## src/rtl/bankreg_pkg.sv

```systemverilog
package bankreg_pkg;

  // Status word flag positions
  localparam int STAT_PRIV_BIT = 30;
  localparam int STAT_BANK_BIT = 29;

  typedef enum logic [2:0] {
    CS_GBASE   = 3'd0,
    CS_STAT    = 3'd1,
    CS_SAVSTAT = 3'd2,
    CS_SAVPC   = 3'd3,
    CS_VECBASE = 3'd4,
    CS_MACHI   = 3'd5,
    CS_MACLO   = 3'd6,
    CS_RETLINK = 3'd7
  } ctl_sel_e;

  function automatic logic sel_is_privileged(input logic [2:0] sel);
    return (sel == CS_SAVSTAT) || (sel == CS_SAVPC) || (sel == CS_VECBASE);
  endfunction

endpackage

```

## src/rtl/bankreg_map.sv

```systemverilog
// Translates an index into a physical slot.
// Layout: bank 0 slots 0..NB-1, bank 1 slots NB..2NB-1, shared slots above.
module bankreg_map #(
  parameter int NUM_ARCH   = 16,
  parameter int NUM_BANKED = 8,
  parameter int IN_W       = 4,
  parameter int PHYS_W     = 5,
  parameter bit ALT_PATH   = 1'b0
) (
  input  logic              priv_i,
  input  logic              bank_i,
  input  logic [IN_W-1:0]   idx_i,
  output logic [PHYS_W-1:0] phys_o
);

  localparam logic [PHYS_W-1:0] BANK_OFS = PHYS_W'(NUM_BANKED);

  generate
    if (ALT_PATH) begin : g_alt
      // Hidden bank: bank 0 when the bank flag is set, else bank 1
      always_comb begin
        phys_o = PHYS_W'(idx_i) + (bank_i ? '0 : BANK_OFS);
      end
    end else begin : g_norm
      logic use_b1;
      assign use_b1 = priv_i & bank_i;
      always_comb begin
        if (PHYS_W'(idx_i) < BANK_OFS)
          phys_o = PHYS_W'(idx_i) + (use_b1 ? BANK_OFS : '0);
        else
          phys_o = PHYS_W'(idx_i) + BANK_OFS;
      end
    end
  endgenerate

endmodule

```

## src/rtl/bankreg_store.sv

```systemverilog
// Physical storage: NRD combinational reads, two write ports (port 0 wins).
module bankreg_store #(
  parameter int DATA_W   = 32,
  parameter int NUM_PHYS = 24,
  parameter int NRD      = 3,
  localparam int PHYS_W  = $clog2(NUM_PHYS)
) (
  input  logic              clk,
  input  logic              rst_n,
  input  logic [PHYS_W-1:0] rd_addr_i [NRD],
  output logic [DATA_W-1:0] rd_data_o [NRD],
  input  logic              w0_en_i,
  input  logic [PHYS_W-1:0] w0_addr_i,
  input  logic [DATA_W-1:0] w0_data_i,
  input  logic              w1_en_i,
  input  logic [PHYS_W-1:0] w1_addr_i,
  input  logic [DATA_W-1:0] w1_data_i
);

  logic [DATA_W-1:0] regs_q [NUM_PHYS];

  always_ff @(posedge clk) begin
    for (int i = 0; i < NUM_PHYS; i++) begin
      if (!rst_n)
        regs_q[i] <= '0;
      else if (w0_en_i && (w0_addr_i == PHYS_W'(i)))
        regs_q[i] <= w0_data_i;
      else if (w1_en_i && (w1_addr_i == PHYS_W'(i)))
        regs_q[i] <= w1_data_i;
    end
  end

  generate
    for (genvar p = 0; p < NRD; p++) begin : g_rd
      assign rd_data_o[p] = regs_q[rd_addr_i[p]];
    end
  endgenerate

endmodule

```

## src/rtl/bankreg_ctrl.sv

```systemverilog
// Control words with privilege checking; owns the privilege and bank flags.
module bankreg_ctrl
  import bankreg_pkg::*;
#(
  parameter int DATA_W = 32,
  parameter int NUM_CTL = 8
) (
  input  logic              clk,
  input  logic              rst_n,
  input  logic              rd_en_i,
  input  logic              wr_en_i,
  input  logic [2:0]        sel_i,
  input  logic [DATA_W-1:0] wr_data_i,
  input  logic              exc_take_i,
  output logic [DATA_W-1:0] rd_data_o,
  output logic              viol_o,
  output logic              priv_o,
  output logic              bank_o
);

  localparam logic [DATA_W-1:0] FLAG_MASK =
    (DATA_W'(1) << STAT_PRIV_BIT) | (DATA_W'(1) << STAT_BANK_BIT);

  logic [DATA_W-1:0] ctl_q [NUM_CTL];
  logic              denied;
  logic              wr_ok;
  logic [DATA_W-1:0] stat_next;

  assign priv_o = ctl_q[CS_STAT][STAT_PRIV_BIT];
  assign bank_o = ctl_q[CS_STAT][STAT_BANK_BIT];

  assign denied = !priv_o && sel_is_privileged(sel_i);
  assign viol_o = (rd_en_i || wr_en_i) && denied;
  assign wr_ok  = wr_en_i && !denied;

  // In user mode the flag bits of the status word are protected
  always_comb begin
    if (priv_o)
      stat_next = wr_data_i;
    else
      stat_next = (wr_data_i & ~FLAG_MASK) | (ctl_q[CS_STAT] & FLAG_MASK);
  end

  always_ff @(posedge clk) begin
    if (!rst_n) begin
      for (int i = 0; i < NUM_CTL; i++) begin
        ctl_q[i] <= (i == int'(CS_STAT)) ? FLAG_MASK : '0;
      end
    end else begin
      if (exc_take_i) begin
        ctl_q[CS_STAT] <= ctl_q[CS_STAT] | FLAG_MASK;
      end else if (wr_ok && (sel_i == CS_STAT)) begin
        ctl_q[CS_STAT] <= stat_next;
      end
      if (wr_ok && (sel_i != CS_STAT)) begin
        ctl_q[sel_i] <= wr_data_i;
      end
    end
  end

  assign rd_data_o = (rd_en_i && !denied) ? ctl_q[sel_i] : '0;

endmodule

```

## src/rtl/bankreg_file.sv

```systemverilog
module bankreg_file #(
  parameter int DATA_W     = 32,
  parameter int NUM_ARCH   = 16,
  parameter int NUM_BANKED = 8,
  localparam int IDX_W     = $clog2(NUM_ARCH),
  localparam int ALT_W     = $clog2(NUM_BANKED),
  localparam int NUM_PHYS  = NUM_ARCH + NUM_BANKED,
  localparam int PHYS_W    = $clog2(NUM_PHYS)
) (
  input  logic              clk,
  input  logic              rst_n,
  input  logic [IDX_W-1:0]  rd_a_idx_i,
  output logic [DATA_W-1:0] rd_a_data_o,
  input  logic [IDX_W-1:0]  rd_b_idx_i,
  output logic [DATA_W-1:0] rd_b_data_o,
  input  logic              wr_en_i,
  input  logic [IDX_W-1:0]  wr_idx_i,
  input  logic [DATA_W-1:0] wr_data_i,
  input  logic              alt_rd_en_i,
  input  logic              alt_wr_en_i,
  input  logic [ALT_W-1:0]  alt_idx_i,
  input  logic [DATA_W-1:0] alt_wr_data_i,
  output logic [DATA_W-1:0] alt_rd_data_o,
  input  logic              ctl_rd_en_i,
  input  logic              ctl_wr_en_i,
  input  logic [2:0]        ctl_sel_i,
  input  logic [DATA_W-1:0] ctl_wr_data_i,
  output logic [DATA_W-1:0] ctl_rd_data_o,
  input  logic              exc_take_i,
  output logic              priv_o,
  output logic              bank_o,
  output logic              viol_o
);

  localparam int NRD = 3;

  logic              priv, bank;
  logic              ctl_viol, alt_viol;
  logic [PHYS_W-1:0] rd_addr [NRD];
  logic [DATA_W-1:0] rd_data [NRD];
  logic [PHYS_W-1:0] wr_phys, alt_phys;
  logic [IDX_W-1:0]  norm_idx [2];

  assign norm_idx[0] = rd_a_idx_i;
  assign norm_idx[1] = rd_b_idx_i;

  bankreg_ctrl #(.DATA_W(DATA_W)) u_ctrl (
    .clk       (clk),
    .rst_n     (rst_n),
    .rd_en_i   (ctl_rd_en_i),
    .wr_en_i   (ctl_wr_en_i),
    .sel_i     (ctl_sel_i),
    .wr_data_i (ctl_wr_data_i),
    .exc_take_i(exc_take_i),
    .rd_data_o (ctl_rd_data_o),
    .viol_o    (ctl_viol),
    .priv_o    (priv),
    .bank_o    (bank)
  );

  generate
    for (genvar r = 0; r < 2; r++) begin : g_rdmap
      bankreg_map #(
        .NUM_ARCH(NUM_ARCH), .NUM_BANKED(NUM_BANKED),
        .IN_W(IDX_W), .PHYS_W(PHYS_W), .ALT_PATH(1'b0)
      ) u_map (
        .priv_i(priv), .bank_i(bank), .idx_i(norm_idx[r]), .phys_o(rd_addr[r])
      );
    end
  endgenerate

  bankreg_map #(
    .NUM_ARCH(NUM_ARCH), .NUM_BANKED(NUM_BANKED),
    .IN_W(IDX_W), .PHYS_W(PHYS_W), .ALT_PATH(1'b0)
  ) u_wrmap (
    .priv_i(priv), .bank_i(bank), .idx_i(wr_idx_i), .phys_o(wr_phys)
  );

  bankreg_map #(
    .NUM_ARCH(NUM_ARCH), .NUM_BANKED(NUM_BANKED),
    .IN_W(ALT_W), .PHYS_W(PHYS_W), .ALT_PATH(1'b1)
  ) u_altmap (
    .priv_i(priv), .bank_i(bank), .idx_i(alt_idx_i), .phys_o(alt_phys)
  );

  assign rd_addr[2] = alt_phys;

  bankreg_store #(.DATA_W(DATA_W), .NUM_PHYS(NUM_PHYS), .NRD(NRD)) u_store (
    .clk       (clk),
    .rst_n     (rst_n),
    .rd_addr_i (rd_addr),
    .rd_data_o (rd_data),
    .w0_en_i   (wr_en_i),
    .w0_addr_i (wr_phys),
    .w0_data_i (wr_data_i),
    .w1_en_i   (alt_wr_en_i && priv),
    .w1_addr_i (alt_phys),
    .w1_data_i (alt_wr_data_i)
  );

  assign alt_viol      = (alt_rd_en_i || alt_wr_en_i) && !priv;
  assign rd_a_data_o   = rd_data[0];
  assign rd_b_data_o   = rd_data[1];
  assign alt_rd_data_o = (alt_rd_en_i && priv) ? rd_data[2] : '0;
  assign priv_o        = priv;
  assign bank_o        = bank;
  assign viol_o        = ctl_viol || alt_viol;

endmodule

```

## config.mk

```make
export PLATFORM = sky130hd
export DESIGN_NAME = bankreg_file
export DESIGN_NICKNAME = d
export VERILOG_FILES = /design/src/rtl/bankreg_pkg.sv /design/src/rtl/bankreg_map.sv /design/src/rtl/bankreg_store.sv /design/src/rtl/bankreg_ctrl.sv /design/src/rtl/bankreg_file.sv
export SDC_FILE = /design/constraint.sdc
export NUM_CORES = 2
export LEC_CHECK = 0
export BUFFER_PORTS_ARGS = -buffer_cell sky130_fd_sc_hd__buf_2
export CORE_ASPECT_RATIO = 0.7
export CORE_MARGIN = 5
export CORE_UTILIZATION = 43
export DETAILED_ROUTE_END_ITERATION = 16
export PLACE_DENSITY = 0.67
export REMOVE_ABC_BUFFERS = 1
export SLEW_MARGIN = 30
export SYNTH_ARGS = -nofsm -noshare
export SYNTH_HDL_FRONTEND = slang
export SYNTH_HIERARCHICAL = 1
export SYNTH_SLANG_ARGS = --single-unit
```

## constraint.sdc

```tcl
create_clock -name clk -period 5 [get_ports clk]
set_input_delay 1 -clock clk [delete_from_list [all_inputs] [get_ports clk]]
set_output_delay 1 -clock clk [all_outputs]
set_load 0.005 [all_outputs]
```

==> flow_metrics.py <==
metrics = {
    "run_status": {
        "status": "finished with violations",
        "violations": "max-slew violations",
    },
    "sta": {
        "drv_slew": 264,
        "rsz0062_at_grt": "no",
        "fmax_ghz": 0.2094,
        "worstMarginPinSlew_ns": 12.36,
        "max_slew_margin_pct": -731.6,
        "tns_ns": 0,
        "fin_skew_ns": 0.03557,
        "period_needed_ns": 4.775,
        "setup_viol": 0,
        "hold_viol": 0,
        "finalCritPeriodShare_pct": 95.50,
    },
    "clock_tree": {
        "cts_tree": "built",
        "postCtsSetupBuffers": 0,
        "clockBufferDepth": 3,
        "clk_latency_ns": 0.76,
        "cts_hold_buf": 0,
        "htree_levels": 3,
        "cts_root_buffer": "clkbuf_16",
        "cts.sinks": 1024,
        "cts_buffers": 109,
        "clkSlewWorstSetupHoldPaths_ns": 0.06,
        "cts_resized": 0,
    },
    "setup_path": {
        "crit_path_start_kind": "flip-flop",
        "critPathRequiredTime_ns": 4.00,
        "cpMaxStageDelayCell": "edfxtp_1",
        "crit_family": "simple AND/OR/NAND/NOR gates",
        "worst-path-buf-inv": 3,
        "arrival_ns": 3.78,
        "crit_top_cell": "buf_4",
        "reg2reg_slack_ns": 1.23,
        "crit_fanout": 22,
        "critPathCaptureType": "primary output",
        "crit_type": "reg2out",
        "critPathMaxStageDelay_ns": 0.79,
        "worstPathCellList": "and3b_2 -> nor2b_4 -> buf_4 -> nand3_1 -> o311ai_0 -> buf_4 -> buf_2",
    },
    "logic_synthesis": {
        "synth-seq-cells": 1024,
        "synth_top_area_share_pct": 48.73,
        "synth_edf_count": 1024,
        "synth_cell_types": 71,
        "yosysMostFrequentCell": "edfxtp_1",
        "ys_seq_area_share_pct": 48.73,
        "synthCells": 4744,
        "ys.flop_type": "edfxtp_1",
        "synth_area_per_cell_um2": 13.30,
        "async_flop_share_pct": 0,
        "ys_top_cells_by_count": "1,024 x edfxtp_1, 749 x a22o_1, 561 x mux2i_1, 412 x clkbuf_1, 345 x mux4_2",
        "synth_area_mm2": 0.06310,
        "yosys_warnings": 6,
        "netlist_top_cells_area": "edfxtp_1 49%, mux4_2 12%, a22o_1 10%, mux2i_1 8.9%, and2_1 2.6%",
        "synth_top_cell_by_area": "edfxtp_1",
    },
    "finish": {
        "utilization_pct": 48.81,
        "area_growth_syn_to_layout_pct": 12.67,
        "layout.nets": 4860,
        "layout-drive-gt1-share_pct": 25.55,
    },
    "floorplan": {
        "die-area_mm2": 0.1546,
        "dieWidth_um": 467.9,
        "core_mm2": 0.1457,
        "die-height_um": 330.5,
        "num_rows": 117,
        "pin_count": 253,
        "start_util_pct": 43.32,
    },
    "drt": {
        "drt-total-wl_mm": 271.1,
        "drc": 0,
        "drt-wirelength-per-cell_um": 39.81,
        "drt_iter0_markers": 9795,
        "final_antenna_net_count": 0,
        "vias": 51513,
        "dr.pass1.iters": 10,
        "viasPerCell": 7.563,
    },
    "min_path": {
        "holdCritPathClass": "in2reg",
    },
    "global_routing": {
        "grt_pass1_vias": 48768,
        "grt_max_degree": 84,
        "grt_usage_pct": 33.82,
        "grt_first_pass_wirelength_mm": 371.4,
        "antenna_found_initial": 29,
        "grt_overflow_total": 0,
    },
    "pwr": {
        "powerDensity_mw_per_mm2": 313.0,
        "power.switching_mw": 6.048,
        "p_sw_share_pct": 27.18,
        "p_int_mw": 16.20,
        "p_comb_share_pct": 14.8,
        "p_leak_nw": 26.27,
        "clockPowerShare_pct": 39.7,
        "worst_ir_drop_vdd_v": 0.0002779,
        "sequentialPowerShare_pct": 45.4,
    },
    "placed_design": {
        "dp_hpwl_mm": 160.6,
        "portBuffers": 252,
        "gp_congestion": 0.9511,
    },
    "run": {
        "maxCapViolCount": 0,
    },
}
-- state kept, by name, indices dropped and copies added (netlist names) --
| signal | count |
|---|---|
| u_ctrl/ctl_q | 256 |
| u_store/regs_q | 768 |
-- final cells by class --
| type | instances | area [µm²] |
|---|---|---|
| tap | 1963 | 2456 |
| antenna | 23 | 57.56 |
| fill | 12509 | 74570 |
| timing repair buffer | 508 | 3918 |
| inverter | 6 | 22.52 |
| clock inverter | 71 | 988.4 |
| sequential | 1024 | 30750 |
| multi-input combinational | 3089 | 30090 |
| clock buffer | 127 | 2816 |
-- through the flow --
step / power [mW] / instances / instance area (µm²) / hold WS (ns) / worst slack, ns
finish: 22.25 / 6811 / 71090 / 0.5881 / 0.2248
global route: 22.73 / 6802 / 71070 / 0.5796 / 0.2574
CTS: 22.08 / 6788 / 71020 / 0.5447 / 0.3959
detailed placement: 13.39 / 6590 / 67220 / 1.235 / 0.6112
global placement: 13.33 / 6590 / 67220 / 1.234 / 0.6195
floorplan: 11.62 / 4119 / 60260 / 1.056 / 0.6541
-- power by group through the flow --
stage                     registers, mW  clock network, mW  logic (mW)
final                              10.1               8.84        3.30
after global routing               10.1               9.24        3.35
after CTS                          10.1               8.86        3.14
after detailed placement           10.3                  0        3.12
after global placement             10.2                  0        3.09
after floorplan                    10.2                  0        1.43
-- cell families (layout without fill, tap and decap cells) --
kind of cell / Yosys count / count (layout) / share of synthesized area (%)
AOI/OAI and AO/OA: 1272 / 1272 / 16.98
DFF: 1024 / 1024 / 48.73
muxes: 993 / 993 / 22.77
and+or+nand+nor: 823 / 823 / 6.988
buffers and inverters: 631 / 712 / 4.529
other: 1 / 24 / 0.005943
-- worst reg2reg max path, delay by kind of cell (launching register included) --
family / cells / cell delay (ns)
flops: 1 / 0.69
simple gates: 4 / 1.63
buf+inv: 2 / 0.98
compound gates: 1 / 0.08
-- final timing paths --
| check | from | end | cells after the start |
|---|---|---|---|
| max | u_ctrl/ctl_q[1][30]$_DFFE_PP_ | rd_b_data_o[24] | 7 |
| min | ctl_wr_data_i[8] | u_ctrl/ctl_q[1][8]$_DFFE_PP_ | 2 |
| max reg2reg | u_ctrl/ctl_q[1][30]$_DFFE_PP_ | u_store/regs_q[21][26]$_DFFE_PP_ | 7 |
| min reg2reg | u_ctrl/ctl_q[1][30]$_DFFE_PP_ | u_ctrl/ctl_q[1][29]$_DFFE_PP_ | 3 |
-- layer usage --
layer | global-route usage [%] | up-vias | routed length, µm
met1 | 44.03 | 25483 | 95320
met5 | 1.453 | - | 211
met3 | 16.39 | 1195 | 48650
li1 | - | 19431 | -
met4 | 17.98 | 10 | 17890
met2 | 46.19 | 5394 | 109100
-- layout by cell type (no fill, tap or decap), types with 31 or more instances in the layout --
master / n
a21oi_1: 47
a221oi_1: 60
a22o_1: 749
a22oi_1: 92
a2bb2oi_1: 64
and2_1: 255
and3_1: 31
buf_12: 52
buf_2: 240
buf_4: 207
clkbuf_16: 110
edfxtp_1: 1024
mux2_2: 87
mux2i_1: 561
mux4_2: 345
nand2_1: 187
nand3_1: 131
nor2_1: 33
nor2b_1: 31
o211ai_1: 32
o21ai_0: 56
o311ai_0: 31
Note: power is estimated with default switching activity, not from simulation.
